[config.mk]
export PLATFORM = sky130hd
export DESIGN_NAME = fan_pwm_ctrl
export DESIGN_NICKNAME = d
export VERILOG_FILES = /design/src/rtl/fan_pwm_pkg.sv /design/src/rtl/fan_pwm_regs.sv /design/src/rtl/fan_pwm_scale.sv /design/src/rtl/fan_pwm_fsm.sv /design/src/rtl/fan_pwm_ctrl.sv
export SDC_FILE = /design/constraint.sdc
export NUM_CORES = 1
export LEC_CHECK = 0
export BUFFER_PORTS_ARGS = -buffer_cell sky130_fd_sc_hd__buf_2
export CORE_ASPECT_RATIO = 1.2
export CORE_MARGIN = 8
export CORE_UTILIZATION = 35
export DETAILED_ROUTE_END_ITERATION = 7
export PLACE_DENSITY = 0.62
export SLEW_MARGIN = 20
export SYNTH_ARGS = -nofsm -noshare
export SYNTH_HDL_FRONTEND = slang
export SYNTH_SLANG_ARGS = --single-unit
[constraint.sdc]
create_clock -name clk_i -period 36.2 [get_ports clk_i]
set_input_delay 1.81 -clock clk_i [delete_from_list [all_inputs] [get_ports clk_i]]
set_output_delay 1.81 -clock clk_i [all_outputs]
set_load 0.02 [all_outputs]
[src/rtl/fan_pwm_pkg.sv]
package fan_pwm_pkg;

    localparam int REG_W     = 32;
    localparam int DUTY_W    = 8;
    localparam int DUTY_FULL = 255;
    localparam int SPEED_W   = 16;

    // control word field positions
    localparam int RUN_POS   = 0;
    localparam int MODE_POS  = 1;
    localparam int DUTY_LSB  = 16;

    typedef enum logic [1:0] {
        PH_OFF  = 2'd0,
        PH_HIGH = 2'd1,
        PH_LOW  = 2'd2
    } pwm_phase_e;

    typedef struct packed {
        logic              run;
        logic              mode;
        logic [DUTY_W-1:0] duty;
    } ctrl_t;

endpackage

[src/rtl/fan_pwm_regs.sv]
module fan_pwm_regs
    import fan_pwm_pkg::*;
#(
    parameter int ADDR_W = 4
) (
    input  logic                clk_i,
    input  logic                rst_ni,
    input  logic                wr_en_i,
    input  logic                rd_en_i,
    input  logic [ADDR_W-1:0]   addr_i,
    input  logic [REG_W-1:0]    wdata_i,
    output logic [REG_W-1:0]    rdata_o,
    output ctrl_t               ctrl_o
);

    localparam int IDX_W = ADDR_W - 2;

    logic [IDX_W-1:0]   word_idx;
    logic               hit_ctrl;
    logic               hit_speed;
    logic [SPEED_W-1:0] speed_q;
    logic [REG_W-1:0]   rd_mux;
    logic               unused_bits;

    assign word_idx  = addr_i[ADDR_W-1:2];
    assign hit_ctrl  = (word_idx == IDX_W'(0));
    assign hit_speed = (word_idx == IDX_W'(1));
    assign unused_bits = ^{addr_i[1:0], wdata_i[REG_W-1:DUTY_LSB+DUTY_W],
                           wdata_i[DUTY_LSB-1:MODE_POS+1]};

    always_ff @(posedge clk_i or negedge rst_ni) begin
        if (!rst_ni) begin
            ctrl_o  <= '0;
            speed_q <= '0;
        end else if (wr_en_i) begin
            if (hit_ctrl) begin
                ctrl_o.run  <= wdata_i[RUN_POS];
                ctrl_o.mode <= wdata_i[MODE_POS];
                ctrl_o.duty <= wdata_i[DUTY_LSB +: DUTY_W];
            end
            if (hit_speed) begin
                speed_q <= wdata_i[SPEED_W-1:0];
            end
        end
    end

    always_comb begin
        rd_mux = '0;
        if (hit_ctrl) begin
            rd_mux[RUN_POS]             = ctrl_o.run;
            rd_mux[MODE_POS]            = ctrl_o.mode;
            rd_mux[DUTY_LSB +: DUTY_W]  = ctrl_o.duty;
        end else if (hit_speed) begin
            rd_mux[SPEED_W-1:0]         = speed_q;
        end
    end

    always_ff @(posedge clk_i or negedge rst_ni) begin
        if (!rst_ni) begin
            rdata_o <= '0;
        end else if (rd_en_i) begin
            rdata_o <= rd_mux;
        end
    end

endmodule

[src/rtl/fan_pwm_scale.sv]
module fan_pwm_scale
    import fan_pwm_pkg::*;
#(
    parameter int PERIOD_CYCLES = 510,
    parameter int CNT_W         = $clog2(PERIOD_CYCLES + 1)
) (
    input  logic [DUTY_W-1:0] duty_i,
    output logic [CNT_W-1:0]  high_cnt_o
);

    localparam int PROD_W = CNT_W + DUTY_W;

    logic [PROD_W-1:0] product;
    logic [PROD_W-1:0] quotient;
    logic              unused_hi;

    always_comb begin
        product    = PROD_W'(duty_i) * PROD_W'(PERIOD_CYCLES);
        quotient   = product / PROD_W'(DUTY_FULL);
        high_cnt_o = quotient[CNT_W-1:0];
    end

    assign unused_hi = ^quotient[PROD_W-1:CNT_W];

endmodule

[src/rtl/fan_pwm_fsm.sv]
module fan_pwm_fsm
    import fan_pwm_pkg::*;
#(
    parameter int PERIOD_CYCLES = 510,
    parameter int CNT_W         = $clog2(PERIOD_CYCLES + 1)
) (
    input  logic             clk_i,
    input  logic             rst_ni,
    input  logic             run_i,
    input  logic [CNT_W-1:0] high_cnt_i,
    output logic [CNT_W-1:0] cnt_o,
    output logic             fan_o
);

    localparam logic [CNT_W-1:0] LAST = CNT_W'(PERIOD_CYCLES - 1);

    pwm_phase_e       state_q, state_d;
    logic [CNT_W-1:0] cnt_d;
    logic [CNT_W-1:0] cnt_step;

    assign cnt_step = (cnt_o == LAST) ? '0 : cnt_o + CNT_W'(1);

    // state register
    always_ff @(posedge clk_i or negedge rst_ni) begin
        if (!rst_ni) begin
            state_q <= PH_OFF;
            cnt_o   <= '0;
        end else begin
            state_q <= state_d;
            cnt_o   <= cnt_d;
        end
    end

    // transitions: start, fall, rise, hold, stop
    always_comb begin
        state_d = state_q;
        cnt_d   = cnt_o;
        unique case (state_q)
            PH_OFF: begin
                if (run_i) begin
                    cnt_d   = '0;
                    state_d = (high_cnt_i != '0) ? PH_HIGH : PH_LOW;
                end
            end
            PH_HIGH, PH_LOW: begin
                if (!run_i) begin
                    cnt_d   = '0;
                    state_d = PH_OFF;
                end else begin
                    cnt_d   = cnt_step;
                    state_d = (cnt_step < high_cnt_i) ? PH_HIGH : PH_LOW;
                end
            end
            default: begin
                cnt_d   = '0;
                state_d = PH_OFF;
            end
        endcase
    end

    // outputs: clearing the run flag silences the line without waiting
    always_comb begin
        fan_o = (state_q == PH_HIGH) && run_i;
    end

endmodule

[src/rtl/fan_pwm_ctrl.sv]
module fan_pwm_ctrl
    import fan_pwm_pkg::*;
#(
    parameter int CLK_HZ        = 125_000_000,
    parameter int PERIOD_CYCLES = CLK_HZ / 25,
    parameter int ADDR_W        = 4
) (
    input  logic              clk_i,
    input  logic              rst_ni,
    input  logic              wr_en_i,
    input  logic              rd_en_i,
    input  logic [ADDR_W-1:0] addr_i,
    input  logic [31:0]       wdata_i,
    output logic [31:0]       rdata_o,
    output logic              fan_o
);

    localparam int CNT_W = $clog2(PERIOD_CYCLES + 1);

    ctrl_t            ctrl_q;
    logic [CNT_W-1:0] high_cnt;
    logic [CNT_W-1:0] per_cnt;

    fan_pwm_regs #(
        .ADDR_W (ADDR_W)
    ) i_regs (
        .clk_i   (clk_i),
        .rst_ni  (rst_ni),
        .wr_en_i (wr_en_i),
        .rd_en_i (rd_en_i),
        .addr_i  (addr_i),
        .wdata_i (wdata_i),
        .rdata_o (rdata_o),
        .ctrl_o  (ctrl_q)
    );

    fan_pwm_scale #(
        .PERIOD_CYCLES (PERIOD_CYCLES),
        .CNT_W         (CNT_W)
    ) i_scale (
        .duty_i     (ctrl_q.duty),
        .high_cnt_o (high_cnt)
    );

    fan_pwm_fsm #(
        .PERIOD_CYCLES (PERIOD_CYCLES),
        .CNT_W         (CNT_W)
    ) i_fsm (
        .clk_i      (clk_i),
        .rst_ni     (rst_ni),
        .run_i      (ctrl_q.run),
        .high_cnt_i (high_cnt),
        .cnt_o      (per_cnt),
        .fan_o      (fan_o)
    );

endmodule

==> flow_metrics.tcl, run 1 <==
set metrics [dict create \
    outcome "finished, final reports clean" \
    crit_end "i_fsm.state_q[1]$_DFFE_PN0P_" \
    via_count 19500 \
    dr.pass1.iters 5 \
    ys_seq_area_share_pct 10.2 \
    synthFlopType "dfrtp_1" \
    cts_tree "done" \
    synthTopCellsByArea "dfrtp_1 (10%), ha_1 (7.2%), xnor2_1 (4.6%)" \
    finalHoldViolations 0 \
    tightest_slew_ns 1.15 \
    wl_met1_mm 26.5 \
    ys_types 151 \
    clk_pin_slew_ns 0.06 \
    viasPerCell 6.23 \
    drive_gt1_share_pct 12.9 \
    finish.utilization_pct 37.1 \
    finalClockSkew_ns 0.00826 \
    slew_headroom_pct 23.1 \
    crit_path_top_delay_cell "o21ai_1" \
    cp_num_cells 89 \
    reg2reg_depth 89 \
    slowest_delay_ns 0.73 \
    crit_path_end_kind "flip-flop" \
    core_um2 52100 \
    ys_ff_latch 75 \
    post_cts_buffers 0 \
    rr_endpoint "i_fsm.state_q[1]$_DFFE_PN0P_" \
    r2r_slack_ns 4.82 \
    grt_pass1_vias 18600 \
    timing.rr.start "i_regs.ctrl_o[6]$_DFFE_PN0P_" \
    syn_area_um2 18400 \
    critical_path_arrival_ns 31.59 \
    route.met2.wl_mm 30.2 \
    place_hpwl_mm 48.9 \
    initial_core_util_pct 35.2 \
    fmax_mhz 31.9 \
    synth_edf_count 0 \
    antenna_found_initial 1 \
    holdPathStages 2 \
    clkSinkCount 75 \
    setup_viol 0 \
    root_buffer "clkbuf_16" \
    postRouteAntennaNets 0 \
    cts_hold_buf 0 \
    wl_mm 61.0 \
    tns_ns 0 \
    clock_latency_ns 0.35 \
    rows 92 \
    drc 0 \
    finalCritPeriodShare_pct 86.7 \
    grt_pass1_wl_mm 98.6 \
    die_w_um 225 \
    synth_top_cell_by_area "dfrtp_1" \
    critPathTopFamily "compound AO/OA/AOI/OAI gates" \
    crit_path_frequent_cell "ha_1" \
    grt_max_degree 76 \
    numCtsBuffers 9 \
    yosys_warnings 0 \
    num-nets-final 2585 \
    port_buffers 54 \
    post_drt_wl_per_cell_um 19.5 \
    yosys.area.top_type_share_pct 10.2 \
    hp-class "reg2reg" \
    synthArstFlopShare_pct 100 \
    cp-startpoint "i_regs.ctrl_o[6]$_DFFE_PN0P_" \
    max_cap_violations 0 \
    synthCells 2436 \
    syn2layout_area_growth_pct 5.47 \
    crit_path_start_kind "flip-flop" \
    die_area_um2 60000 \
    routed-wl-met3_mm 2.45 \
    h-tree-depth 3 \
    rsz0062_at_grt "false" \
    layout_min_cycle_time_ns 31.38 \
    synth_area_per_cell_um2 7.53 \
    dr.max_layer_used "met4" \
    cts_resized 0 \
    worst_ep_required_time_ns 36.41 \
    drt_iter0_drc 1473 \
    gp_congestion 0.926 \
    die_h_um 267 \
    final_max_slew_viol_count 0 \
    clockBufferDepth 2 \
    overflow 0 \
    setup.worst_path.class "reg2reg" \
    globalRouteTotalUtil_pct 19.5 \
    ios 73 \
    cp.buffers_inverters 7 \
    crit_fanout 19 \
]
## worst min-delay path, delay by kind of cell (launching register included)
family | cells | cell delay, ns
simple gates | 1 | 0.05
flops | 1 | 0.34
compound gates | 1 | 0.06
## cells in the mapped netlist (38+ instances only)
cell,number
a21oi_1,120
a31oi_1,38
buf_4,39
dfrtp_1,75
ha_1,105
inv_1,90
nand2_1,202
nand3_1,110
nand4_1,51
nor2_1,210
nor3_1,83
nor4_1,40
o211ai_1,54
o21ai_0,118
o21ai_1,39
xnor2_1,96
xor2_1,47
## final cells by class
class / count / area [um^2]
Antenna cell: 1 / 2.50
Clock buffer: 10 / 229
Clock inverter: 6 / 72.6
Fill cell: 5463 / 32800
Inverter: 99 / 372
Multi-Input combinational cell: 2164 / 15500
Sequential cell: 75 / 1880
Tap cell: 705 / 882
Timing Repair Buffer: 73 / 415
## routing by layer
metal / vias to the layer above / global-route usage [%]
li1: 9400 / -
met3: 110 / 1.57
met5: - / 0
met1: 9427 / 24.5
met2: 571 / 34.9
met4: 0 / 6.12
## worst min-delay path by stage
stage                                        start  slack, ns                              to
finish               i_regs.speed_q[2]$_DFFE_PN0P_       0.48   i_regs.rdata_o[2]$_DFFE_PN0P_
global route         i_regs.speed_q[2]$_DFFE_PN0P_       0.50   i_regs.rdata_o[2]$_DFFE_PN0P_
CTS                  i_regs.speed_q[2]$_DFFE_PN0P_       0.48   i_regs.rdata_o[2]$_DFFE_PN0P_
detailed placement   i_regs.speed_q[2]$_DFFE_PN0P_       0.47   i_regs.rdata_o[2]$_DFFE_PN0P_
global placement     i_regs.speed_q[6]$_DFFE_PN0P_       0.46   i_regs.rdata_o[6]$_DFFE_PN0P_
floorplan           i_regs.speed_q[10]$_DFFE_PN0P_       0.44  i_regs.rdata_o[10]$_DFFE_PN0P_
## state kept, by name, summed over array words and instances, names as in the netlist
register	flops
i_regs.rdata_o	24
i_regs.speed_q	16
i_fsm.state_q	2
i_regs.ctrl_o	10
i_fsm.cnt_o	23
## cells in the final DEF, fill, tap and decap left out, types with 20 or more instances in the layout
cell type,netlist,layout
and3_1,35,35
mux2_2,35,35
o21a_1,32,32
a31oi_1,38,38
or3_1,34,34
xor2_1,47,47
o21ai_1,39,39
nand3_1,110,110
a21oi_1,120,120
a22o_1,22,22
nand2b_1,20,20
xnor2_1,96,96
a211oi_1,30,30
nor2_1,210,210
o21ai_0,118,118
or2_2,24,24
and2_1,28,28
nor3_1,83,83
o31ai_1,31,31
nor4_1,40,39
ha_1,105,105
nand2_1,202,202
mux2i_1,34,34
buf_2,20,53
nand4_1,51,51
a21o_1,35,35
o211ai_1,54,54
dfrtp_1,75,75
inv_1,90,90
## through the flow
stage	worst slack (ns)	hold WS [ns]	instances	instance area (um^2)
after floorplan	11.95	0.444	2443	18400
after global placement	5.62	0.456	3115	19000
after detailed placement	5.26	0.465	3115	19000
after CTS	5.17	0.480	3131	19300
after global routing	2.48	0.497	3133	19400
final	4.82	0.478	3133	19400
## kinds of logic (layout without fill, tap and decap cells)
| group | Yosys count | in the layout | share of synthesized area, % |
|---|---|---|---|
| adders and majority gates | 123 | 123 | 9.12 |
| DFF | 75 | 75 | 10.2 |
| AOI/OAI and AO/OA | 822 | 822 | 34.1 |
| other | 1 | 9 | 0.0204 |
| muxes | 73 | 73 | 4.30 |
| xor gates and xnor gates | 149 | 149 | 7.36 |
| and+or+nand+nor | 989 | 989 | 29.3 |
| buffers and inverters | 204 | 188 | 5.56 |
Power of run 1 is not shown: default switching activity piles up to over one toggle a cycle in this logic, so the estimate is an artifact.
==> run 2, diff against run 1 <==
--- a/config.mk
+++ b/config.mk
@@ -6,11 +6,12 @@
 export NUM_CORES = 1
 export LEC_CHECK = 0
 export BUFFER_PORTS_ARGS = -buffer_cell sky130_fd_sc_hd__buf_2
-export CORE_ASPECT_RATIO = 1.2
+export CORE_ASPECT_RATIO = 0.75
 export CORE_MARGIN = 8
 export CORE_UTILIZATION = 35
 export DETAILED_ROUTE_END_ITERATION = 7
 export PLACE_DENSITY = 0.62
+export SKIP_LAST_GASP = 1
 export SLEW_MARGIN = 20
 export SYNTH_ARGS = -nofsm -noshare
 export SYNTH_HDL_FRONTEND = slang
==> flow_metrics.tcl, run 2 (same netlist as run 1, synthesis figures left out) <==
set metrics [dict create \
    cts_tree "done" \
    grt_pass1_vias 18100 \
    viasPerCell 6.38 \
    fin_area_um2 19300 \
    crit_fanout 19 \
    postRouteAntennaNets 0 \
    clk_pin_slew_ns 0.06 \
    hp-class "reg2reg" \
    drc 0 \
    wl_mm 62.0 \
    gp_congestion 0.930 \
    clockBufferDepth 2 \
    die_h_um 214 \
    cts_resized 0 \
    cp-startpoint "i_regs.ctrl_o[6]$_DFFE_PN0P_" \
    finalCritPeriodShare_pct 88.6 \
    drive_gt1_share_pct 12.9 \
    post_drt_wl_per_cell_um 19.8 \
    rsz0062_at_grt "false" \
    grt_max_degree 76 \
    globalRouteTotalUtil_pct 19.4 \
    ios 73 \
    slew_headroom_pct 17.8 \
    finalHoldViolations 0 \
    max_cap_violations 0 \
    numCtsBuffers 9 \
    final_cell_mix "nor2_1 (210), nand2_1 (202), a21oi_1 (120), o21ai_0 (118), nand3_1 (110)" \
    layout_min_cycle_time_ns 32.06 \
    r2r_slack_ns 4.14 \
    clkSinkCount 75 \
    crit_path_end_kind "flip-flop" \
    clock_latency_ns 0.34 \
    cts_hold_buf 0 \
    num-nets-final 2585 \
    die_area_um2 60100 \
    die_w_um 280 \
    crit_path_frequent_cell "ha_1" \
    largest_reg_flops 24 \
    postPlaceCellArea_um2 19000 \
    rows 72 \
    final_max_slew_viol_count 0 \
    tns_ns 0 \
    setup.worst_path.class "reg2reg" \
    timing.rr.start "i_regs.ctrl_o[6]$_DFFE_PN0P_" \
    via_count 20000 \
    fmax_mhz 31.2 \
    outcome "finished, final reports clean" \
    worst_slack_ns 4.14 \
    root_buffer "clkbuf_16" \
    reg_top3 "i_regs.rdata_o (24), i_fsm.cnt_o (23), i_regs.speed_q (16)" \
    setup_viol 0 \
    tightest_slew_ns 1.22 \
    finalClockSkew_ns 0.00649 \
    initial_core_util_pct 35.5 \
    fillers 5427 \
    diodes 0 \
    top_register "i_regs.rdata_o" \
    holdWs_ns 0.475 \
    antenna_found_initial 0 \
    critical_path_arrival_ns 32.27 \
    syn2layout_area_growth_pct 5.43 \
    grt_pass1_wl_mm 98.7 \
    hp-start "i_regs.speed_q[7]$_DFFE_PN0P_" \
    crit_path_start_kind "flip-flop" \
    overflow 0 \
    core_um2 51700 \
    drt_iter0_drc 2091 \
    worst_ep_required_time_ns 36.41 \
    slowest_delay_ns 0.77 \
    place_hpwl_mm 49.6 \
    dr.pass1.iters 6 \
    crit_path_top_delay_cell "o21ai_1" \
    port_buffers 54 \
    layout_commonest_cell "nor2_1" \
    h-tree-depth 3 \
    dp_slack_ns 4.95 \
    post_cts_buffers 0 \
]
==> run 2: final cells by class <==
class	count	area [um^2]	area share (%)
inverters	99	372	1.92
repair buffers	73	415	2.15
clock buffers	9	225	1.16
well taps	703	880	4.55
clock inverters	6	65.1	0.336
flip-flops and latches	75	1880	9.70
multi-input cells	2164	15500	80.2
==> run 2: worst paths after layout <==
| kind | endpoint | cells past startpoint |
|---|---|---|
| worst max-delay path | i_fsm.state_q[1]$_DFFE_PN0P_ | 89 |
| worst min-delay path | i_regs.rdata_o[7]$_DFFE_PN0P_ | 2 |
| worst max register to register | i_fsm.state_q[1]$_DFFE_PN0P_ | 89 |
| worst min register to register | i_regs.rdata_o[7]$_DFFE_PN0P_ | 2 |
| max in group asynchronous | i_fsm.cnt_o[20]$_DFFE_PN0P_ | 1 |
| min in group asynchronous | i_regs.rdata_o[9]$_DFFE_PN0P_ | 1 |
==> run 2: worst max-delay path: cells and delay by family (launching register included) <==
family	cells	cell delay, ns
xor+xnor	3	0.95
fa+ha+maj	8	3.12
buf+inv	7	1.79
flops	1	0.58
compound gates	39	14.33
simple gates	29	9.87
mux	3	1.22
==> run 2: per-stage QoR <==
stage / utilization (%) / cells
after CTS: 37.4 / 3129
after global routing: 37.4 / 3129
after floorplan: - / 2443
after global placement: 36.8 / 3114
final: 37.4 / 3129
after detailed placement: 36.8 / 3114
==> run 2: per-layer routing <==
metal | part of all wire, % | vias to the layer above | wire [um] | track usage, %
met1 | 49 | 9634 | 30200 | 29.8
li1 | - | 9401 | - | -
met4 | 1.2 | 0 | 726 | 3.38
met2 | 41 | 871 | 25300 | 27.7
met5 | 0 | - | 0 | 0
met3 | 9.3 | 65 | 5750 | 3.98
Power of run 2 is left out for the same reason.
==> run 3, diff against run 2 <==
--- a/config.mk
+++ b/config.mk
@@ -6,11 +6,13 @@
 export NUM_CORES = 1
 export LEC_CHECK = 0
 export BUFFER_PORTS_ARGS = -buffer_cell sky130_fd_sc_hd__buf_2
+export CELL_PAD_IN_SITES_DETAIL_PLACEMENT = 1
+export CELL_PAD_IN_SITES_GLOBAL_PLACEMENT = 2
 export CORE_ASPECT_RATIO = 0.75
 export CORE_MARGIN = 8
 export CORE_UTILIZATION = 35
 export DETAILED_ROUTE_END_ITERATION = 7
-export PLACE_DENSITY = 0.62
+export PLACE_DENSITY = 0.89
 export SKIP_LAST_GASP = 1
 export SLEW_MARGIN = 20
 export SYNTH_ARGS = -nofsm -noshare
==> flow_metrics.tcl, run 3 (same netlist as run 1, synthesis figures left out) <==
set metrics [dict create \
    finalHoldViolations 0 \
    ios 73 \
    postRouteAntennaNets 0 \
    crit_path_end_kind "flip-flop" \
    die_area_um2 60100 \
    clock_latency_ns 0.35 \
    num-nets-final 2589 \
    die_h_um 214 \
    min_delay_worst_endpoint "i_regs.rdata_o[9]$_DFFE_PN0P_" \
    place_hpwl_mm 55.8 \
    largest_reg_flops 24 \
    dp.cells 3116 \
    critical_path_arrival_ns 33.32 \
    cts_resized 0 \
    post_drt_wl_per_cell_um 22.3 \
    antenna_found_initial 0 \
    fmax_mhz 30.2 \
    initial_core_util_pct 35.5 \
    finalCritPeriodShare_pct 91.4 \
    viasPerCell 6.46 \
    die_w_um 280 \
    drive_gt1_share_pct 13.0 \
    h-tree-depth 3 \
    clockBufferDepth 2 \
    crit_path_start_kind "flip-flop" \
    rows 72 \
    tightest_slew_ns 1.24 \
    overflow 0 \
    core_um2 51700 \
    cts_hold_buf 0 \
    r2r_slack_ns 3.10 \
    rr_endpoint "i_fsm.state_q[1]$_DFFE_PN0P_" \
    tns_ns 0 \
    clk_pin_slew_ns 0.06 \
    layout_commonest_cell "nor2_1" \
    hp-class "reg2reg" \
    timing.rr.start "i_regs.ctrl_o[6]$_DFFE_PN0P_" \
    post_cts_buffers 0 \
    numCtsBuffers 9 \
    slew_headroom_pct 16.9 \
    crit_path_top_delay_cell "o21ai_1" \
    drc 0 \
    top_register "i_regs.rdata_o" \
    diodes 0 \
    max_cap_violations 0 \
    outcome "finished, final reports clean" \
    slowest_delay_ns 0.84 \
    final_cell_mix "nor2_1 (210), nand2_1 (202), a21oi_1 (120), o21ai_0 (118), nand3_1 (110)" \
    setup.worst_path.class "reg2reg" \
    layout_min_cycle_time_ns 33.10 \
    grt_max_degree 76 \
    wl_mm 69.9 \
    rsz0062_at_grt "false" \
    finalClockSkew_ns 0.00845 \
    grt_pass1_wl_mm 112 \
    hp-start "i_regs.speed_q[9]$_DFFE_PN0P_" \
    reg_top3 "i_regs.rdata_o (24), i_fsm.cnt_o (23), i_regs.speed_q (16)" \
    root_buffer "clkbuf_16" \
    drt_iter0_drc 1717 \
    worst_ep_required_time_ns 36.41 \
    fin_cells 3133 \
    grt_pass1_vias 20200 \
    crit_fanout 17 \
    reg2reg_depth 90 \
    gp_congestion 0.904 \
    holdPathStages 2 \
    dr.pass1.iters 5 \
    clkSinkCount 75 \
    final_max_slew_viol_count 0 \
    cts_tree "done" \
    port_buffers 54 \
    syn2layout_area_growth_pct 5.63 \
    setup_viol 0 \
    via_count 20200 \
    globalRouteTotalUtil_pct 22.2 \
    fillers 6490 \
    crit_path_frequent_cell "ha_1" \
]
run 3: cell types whose count changed in the layout (fill, tap and decap cells not counted):
cell,change
nor4_1,-1
buf_6,+1
xor2_1,+1
buf_4,+2
buf_12,+1
xnor2_1,+1
xnor2_2,-1
nor4_2,+1
xor2_2,-1
run 3: stage by stage:
step           utilization (%)  area [um^2]  hold slack, ns  setup WS, ns
4_1_cts                   37.4        19300           0.487          3.51
5_1_grt                   37.5        19400           0.520          1.04
3_3_place_gp              36.9        19100           0.451          4.89
3_5_place_dp              36.9        19100           0.471          3.63
6_report                  37.5        19400           0.485          3.10
2_1_floorplan                -        18400           0.444         11.95
run 3: cell type report:
cell class	count	area, um^2	share of cell area, %
Clock buffer	9	225	1.16
Clock inverter	6	65.1	0.336
Timing Repair Buffer	77	462	2.38
Multi-Input combinational cell	2164	15500	80.0
Tap cell	703	880	4.54
Sequential cell	75	1880	9.68
Inverter	99	372	1.92
run 3: metal layers:
metal | up-vias | GRT usage [%] | share of wire, %
met5 | - | 0 | 0
met4 | 0 | 3.95 | 1.5
met3 | 79 | 2.16 | 5.8
met2 | 632 | 33.8 | 43
met1 | 10100 | 33.7 | 49
li1 | 9381 | - | -
run 3: critical path: cells and delay by family (launching register included):
kind	cells	cell delay [ns]
adders and majority gates	8	3.14
buffers and inverters	7	1.84
AOI/OAI and AO/OA	42	15.30
DFF	1	0.60
and+or+nand+nor	29	10.54
muxes	2	0.65
xor gates and xnor gates	2	0.81
run 3: how the worst max path moves through the flow:
stage                                      start                           end  slack (ns)  depth (start not counted)
finish              i_regs.ctrl_o[6]$_DFFE_PN0P_  i_fsm.state_q[1]$_DFFE_PN0P_        3.10                         90
global route        i_regs.ctrl_o[6]$_DFFE_PN0P_  i_fsm.state_q[1]$_DFFE_PN0P_        1.04                         89
CTS                 i_regs.ctrl_o[6]$_DFFE_PN0P_  i_fsm.state_q[1]$_DFFE_PN0P_        3.51                         89
detailed placement  i_regs.ctrl_o[6]$_DFFE_PN0P_  i_fsm.state_q[1]$_DFFE_PN0P_        3.63                         89
global placement    i_regs.ctrl_o[6]$_DFFE_PN0P_  i_fsm.state_q[1]$_DFFE_PN0P_        4.89                         88
floorplan           i_regs.ctrl_o[5]$_DFFE_PN0P_  i_fsm.state_q[1]$_DFFE_PN0P_       11.95                         98
Power of run 3 is left out for the same reason.
